===== config.mk =====
export PLATFORM = sky130hd
export DESIGN_NAME = csr_priv_unit
export DESIGN_NICKNAME = d
export VERILOG_FILES = /design/src/rtl/csr_priv_unit.sv
export SDC_FILE = /design/constraint.sdc
export NUM_CORES = 1
export LEC_CHECK = 0
export BUFFER_PORTS_ARGS = -buffer_cell sky130_fd_sc_hd__buf_2
export CAP_MARGIN = 10
export CORE_ASPECT_RATIO = 0.6
export CORE_UTILIZATION = 51
export DETAILED_ROUTE_END_ITERATION = 7
export PLACE_DENSITY = 0.82
export SETUP_SLACK_MARGIN = 0.2
export SLEW_MARGIN = 20
export SYNTH_ARGS = -nofsm -noshare
export SYNTH_HDL_FRONTEND = slang
export SYNTH_SLANG_ARGS = --single-unit

===== constraint.sdc =====
create_clock -name clk -period 2.45 [get_ports clk]
set_input_delay 0.1225 -clock clk [delete_from_list [all_inputs] [get_ports clk]]
set_output_delay 0.1225 -clock clk [all_outputs]
set_load 0.05 [all_outputs]

===== src/rtl/csr_priv_unit.sv =====
module csr_priv_unit #(
  parameter logic [31:0] ISA_VAL = 32'h4010_1100
) (
  input  logic        clk,
  input  logic        rst_n,
  input  logic [1:0]  cur_priv,
  input  logic [11:0] csr_addr,
  input  logic        csr_rd,
  input  logic        csr_wr,
  input  logic [31:0] csr_wdata,
  input  logic [11:0] hw_pend,
  input  logic [63:0] ext_time,
  output logic [31:0] csr_rdata,
  output logic        csr_err
);
  localparam logic [31:0] ST_U = 32'h8000_0011;
  localparam logic [31:0] ST_M = 32'h807F_F9DD;
  localparam logic [31:0] IRQ_ALL = 32'h0000_0BBB;
  localparam logic [31:0] HW_ONLY = 32'h0000_0080;

  logic [31:0] stat_q, ie_q, ip_q, deleg_q;
  logic [31:0] stat_m, irq_m, rd_val, ip_nxt;

  wire access = csr_rd | csr_wr;
  wire [1:0] need = csr_addr[9:8];
  wire priv_ok = need <= cur_priv;

  wire is_stat  = csr_addr == 12'h000 || csr_addr == 12'h300;
  wire is_ie    = csr_addr == 12'h004 || csr_addr == 12'h104 || csr_addr == 12'h304;
  wire is_ip    = csr_addr == 12'h044 || csr_addr == 12'h144 || csr_addr == 12'h344;
  wire is_deleg = csr_addr == 12'h303;
  wire is_isa   = csr_addr == 12'h301;
  wire is_tlo   = csr_addr == 12'hC01;
  wire is_thi   = csr_addr == 12'hC81;
  wire is_ro    = is_isa | is_tlo | is_thi;
  wire known    = is_stat | is_ie | is_ip | is_deleg | is_ro;

  assign csr_err = access & (~known | ~priv_ok | (csr_wr & is_ro));
  wire do_wr = csr_wr & ~csr_err;

  assign stat_m = (need == 2'd0) ? ST_U : ST_M;

  always_comb begin
    case (need)
      2'd0:    irq_m = 32'h111;
      2'd1:    irq_m = 32'h333;
      2'd3:    irq_m = 32'hBBB;
      default: irq_m = 32'h0;
    endcase
  end

  always_comb begin
    rd_val = '0;
    if (is_stat)       rd_val = stat_q & stat_m;
    else if (is_ie)    rd_val = ie_q & deleg_q;
    else if (is_ip)    rd_val = ip_q & deleg_q;
    else if (is_deleg) rd_val = deleg_q;
    else if (is_isa)   rd_val = ISA_VAL;
    else if (is_tlo)   rd_val = ext_time[31:0];
    else if (is_thi)   rd_val = ext_time[63:32];
  end

  assign csr_rdata = (csr_rd & ~csr_err) ? rd_val : '0;

  always_comb begin
    ip_nxt = ip_q;
    if (do_wr && is_ip)
      ip_nxt = (ip_q & ~(irq_m & ~HW_ONLY)) | (csr_wdata & irq_m & ~HW_ONLY);
    ip_nxt = (ip_nxt & ~HW_ONLY) | {20'b0, hw_pend};
    ip_nxt[7] = hw_pend[7];
  end

  always_ff @(posedge clk or negedge rst_n) begin
    if (!rst_n) begin
      stat_q  <= '0;
      ie_q    <= '0;
      ip_q    <= '0;
      deleg_q <= '0;
    end else begin
      ip_q <= ip_nxt;
      if (do_wr && is_stat)  stat_q  <= (stat_q & ~stat_m) | (csr_wdata & stat_m);
      if (do_wr && is_ie)    ie_q    <= (ie_q & ~irq_m) | (csr_wdata & irq_m);
      if (do_wr && is_deleg) deleg_q <= csr_wdata;
    end
  end


  priv_deny_chk: assert property (@(posedge clk) disable iff (!rst_n)
    (access && (csr_addr[9:8] > cur_priv)) |-> csr_err);


  err_hold_chk: assert property (@(posedge clk) disable iff (!rst_n)
    csr_err |=> ($stable(stat_q) && $stable(ie_q) && $stable(deleg_q)));


  mtip_hw_chk: assert property (@(posedge clk) disable iff (!rst_n)
    1'b1 |=> (ip_q[7] == $past(hw_pend[7])));


  stat_range_chk: assert property (@(posedge clk) disable iff (!rst_n)
    (stat_q & ~ST_M) == 32'h0);


  ie_range_chk: assert property (@(posedge clk) disable iff (!rst_n)
    (ie_q & ~IRQ_ALL) == 32'h0);


  idle_chk: assert property (@(posedge clk) disable iff (!rst_n)
    (!access || csr_err) |-> (csr_rdata == 32'h0));
endmodule


Word level (Yosys, flattened, before mapping)
Cells that the tools add are included.
- mux-type cells: 11
- reduce and logical (&&, ||, !) cells: 11
- bitwise logic cells: 31
- $lt $le $gt $ge: 1
- equality and inequality tests: 13
- operators by type and width (operator ; count):
    32-bit two-way mux ; 9
    32-bit AND ; 7
    32-bit bitwise OR ; 3
    32-bit NOT ; 2
    12-bit by 10-bit equality test with 1-bit output (second input constant) ; 5
    12-bit one-hot mux with 3 select lines ; 1
    32-bit by 12-bit AND with 32-bit output ; 1
    12-bit NOT with 32-bit output ; 1
    32-bit by 12-bit bitwise OR with 32-bit output ; 1
    12-bit equality test (second input constant) ; 2
    12-bit by 9-bit equality test with 1-bit output (second input constant) ; 2
    23-bit two-way mux ; 1
    12-bit by 3-bit equality test with 1-bit output (second input constant) ; 1
    12-bit by 7-bit equality test with 1-bit output (second input constant) ; 1
    12-bit zero test ; 1
    1-bit bitwise OR ; 9
    1-bit logical OR ; 5
    1-bit AND ; 4
    1-bit logical AND ; 4
    1-bit NOT ; 3
    2-bit by 1-bit equality test with 1-bit output (second input constant) ; 1
    2-bit equality test (second input constant) ; 1
    2-bit less-or-equal comparator ; 1
    2-bit zero test ; 1
- input port bits: 126
- output and inout bits: 33
- register bits after elaboration: 128

Depth between registers and ports, before layout
- depth after elaboration: 16
- mapped depth: 9
- depth with buffers taken out: 7

Worst setup path after synthesis
Ideal clock, no wire load.
- path type: input -> output
- start: input csr_addr[3]
- end: output csr_rdata[3]
- path slack: -0.548 ns
- stages on the path: 6
- arrival time: 2.875 ns
- data required time: 2.328 ns
- cells stage by stage: or4b_1 > buf_4 > or4_1 > clkbuf_1 > o22a_1 > a221oi_1
- cells in the longest elaborated chain, start to end: 14
- elaborated cells between the ends (all ways): 38
- ends and longest elaborated chain (what ; line ; text):
    start, declared ; 7 ; input logic [11:0] csr_addr,
    12-bit by 3-bit equality test with 1-bit output / 12-bit by 9-bit equality test with 1-bit output (equally long branches) ; 29 ; wire is_ie = csr_addr == 12'h004 || csr_addr == 12'h104 || csr_addr == 12'h304;
    1-bit logical OR (2 in series) ; 29 ;
    1-bit bitwise OR (4 in series) ; 36 ; wire known = is_stat | is_ie | is_ip | is_deleg | is_ro;
    1-bit NOT ; 38 ; assign csr_err = access & (~known | ~priv_ok | (csr_wr & is_ro));
    1-bit bitwise OR (2 in series) ; 38 ;
    1-bit AND ; 38 ;
    1-bit NOT ; 63 ; assign csr_rdata = (csr_rd & ~csr_err) ? rd_val : '0;
    1-bit AND ; 63 ;
    32-bit two-way mux * ; 63 ;
    end, declared ; 13 ; output logic [31:0] csr_rdata,
Every way passes the cells marked *; elsewhere a longest branch is shown, timed or not.

Worst setup path after layout
- start: input csr_addr[0]
- end: output csr_rdata[8]
The elaborated chain is that of the path after synthesis.

==> results_dict.tcl <==
set metrics [dict create \
    netlist_area_mm2 0.00449 \
    slew_violations 0 \
    outcome "finished clean" \
    most-common-layout-cells "buf_2 (119), dfrtp_1 (73), buf_4 (52), mux2_4 (43), mux2_2 (27)" \
    ios 159 \
    route.met3.wl_um 1580 \
    start_util_pct 52.7 \
    num_rows 26 \
    stdcell_count 715 \
    synthCells 384 \
    ys_seq_area_share_pct 40.6 \
    htree_levels 3 \
    detailed_place_hpwl_um 10600 \
    grtUsageTotal_pct 32.2 \
    dp_cells 676 \
    rsz0062_at_grt "yes" \
    hp-start "csr_wdata[26]" \
    post-route-min-period_ns 2.35 \
    grt_max_degree 37 \
    gp_congestion 0.886 \
    slew_headroom_pct 43.7 \
    power.density_mw_per_mm2 423 \
    antenna_found_initial 0 \
    syn_nets 512 \
    grt_pass1_wl_um 21800 \
    register_area_mm2 0.00183 \
    syn_area_per_cell_um2 11.7 \
    min_period_over_period_pct 96.1 \
    cp-start-kind "input pin" \
    dr.pass1.iters 5 \
    synth_cell_types 63 \
    wl_per_cell_um 22.4 \
    viasPerCell 6.19 \
    ant_nets 0 \
    fmax_mhz 425 \
    cts_tree "built" \
    peakVddDrop_mv 0.394 \
    numCtsBuffers 9 \
    n_fill_cell 435 \
    ys_seq_elements 73 \
    finalHoldViolations 0 \
    met1Wirelength_um 6230 \
    route.detailed.drc 0 \
    area_growth_pct 56.8 \
    setup_violations 0 \
    multiInputGateArea_mm2 0.00300 \
    crit_type "in -> out" \
    drtIter0Drc 383 \
    clock_skew_ns 0 \
    drive_above_1_share_pct 62.5 \
    cts_sinks 73 \
    core_area_mm2 0.00852 \
    overflow 0 \
    top_layer "met4" \
    dp_worst_setup_slack_ns -0.0407 \
    synth_enable_flop_cells 0 \
    clk_pin_slew_worst_paths_ns 0.06 \
    antenna_cells 0 \
    layout_commonest_cell "buf_2" \
    p_leak_nw 3.27 \
    path_max_fanout 11 \
    portBuffers 158 \
    power_mw 2.98 \
    setup_slack_ns 0.0954 \
    routed_wl_um 16000 \
    die_h_um 74.7 \
    root_buffer "clkbuf_16" \
    hold_path.class "in -> reg" \
    tightest_slew_ns 0.845 \
    drv_cap 0 \
    ys_warn_count 0 \
    worst_setup_path_end_kind "primary output" \
    route.met2.wl_um 7550 \
    vias 4425 \
    arrival_ns 2.23 \
    async_reset_ff_share_pct 100 \
    worstSkewPairLatency_ns 0.34 \
    critPathRequiredTime_ns 2.33 \
    die-area_mm2 0.00920 \
    nNetsFinal 726 \
    die_w_um 123 \
    grt_pass1_vias 4223 \
    cts_max_path_buffers 2 \
    crit_path_start "csr_addr[0]" \
    ys_dominant_reg_cell "dfrtp_1" \
]
-- Yosys cell counts, types with 7 or more instances --
master     count  share of area [%]
a21oi_1        8               0.89
a222oi_1      14                3.1
a31oi_1        9                1.3
clkbuf_1       9               0.75
dfrtp_1       73                 41
inv_1          7               0.58
mux2_2        27                6.8
mux2_4        43                 14
mux2i_1       10                2.2
nand2_1       23                1.9
nand3_1        7               0.78
nor2_1        31                2.6
o21ai_0        9                1.0
o2bb2ai_1     10                1.9
-- metal layers --
| layer | track usage [%] | up-vias |
|---|---|---|
| met5 | 0 | - |
| met4 | 15.5 | 0 |
| met3 | 8.94 | 73 |
| met2 | 52.5 | 316 |
| met1 | 40.3 | 2139 |
| li1 | - | 1897 |
-- metrics by stage --
stage | setup TNS [ns] | hold slack (ns) | area, µm² | utilization [%]
2_1_floorplan | 0 | -0.173 | 4930 | -
3_3_place_gp | -0.00708 | 0.231 | 6080 | 71.3
3_5_place_dp | -0.268 | 0.234 | 6080 | 71.3
4_1_cts | 0 | 0.0112 | 6760 | 79.3
5_1_grt | 0 | 0.0105 | 7050 | 82.7
6_report | 0 | 0.0236 | 7050 | 82.7
-- path summary, 6_finish.rpt --
check / depth (start not counted) / slack, ns / endpoint
hold reg to reg: 2 / 0.49 / ip_q[8]
min in group asynchronous: 2 / 0.44 / deleg_q[24]
max in group asynchronous: 3 / 1.13 / ip_q[10]
setup reg to reg: 1 / 1.62 / flip-flop
setup / recovery: 9 / 0.1 / csr_rdata[8]
hold / removal: 2 / 0.02 / deleg_q[26]
-- cell type report --
class                      instances  area share [%]
clock buffer                      10            3.25
clock inverter                     6            1.28
inverter                           7           0.373
multi-input combinational        278            42.6
sequential                        73            25.9
tap                              112            1.99
timing repair buffer             229            24.6
-- cells by family after synthesis --
| family | count (synthesis) | share of synthesized area (%) |
|---|---|---|
| adders and majority gates | 2 | 0.557 |
| muxes | 80 | 23.4 |
| and+or+nand+nor | 106 | 14.1 |
| DFF | 73 | 40.6 |
| buffers and inverters | 33 | 4.84 |
| AOI/OAI and AO/OA | 90 | 16.5 |
-- critical path, stage by stage --
cell      delay [ns]
buf_6           0.10
or4_4           0.54
nor3_4          0.16
buf_6           0.14
o211ai_1        0.13
a221o_2         0.41
buf_12          0.18
a211oi_4        0.22
buf_6           0.20
-- repair_timing --
action / in CTS / in global routing
gates resized for setup: 68 / 44
hold buffers: 12 / 0
gates cloned: 0 / 0
setup endpoints to repair: 33 / 49
pin swaps: 6 / 10
setup buffers: 4 / 7
hold endpoints to repair: 45 / 0
-- power by group --
part	leakage, nW	internal (mW)	switching [mW]
clock	0.153	0.895	0.531
sequential	0.960	1.21	0.00341
combinational	2.15	0.159	0.181
total	3.27	2.26	0.715
(Power assumes the default switching activity.)
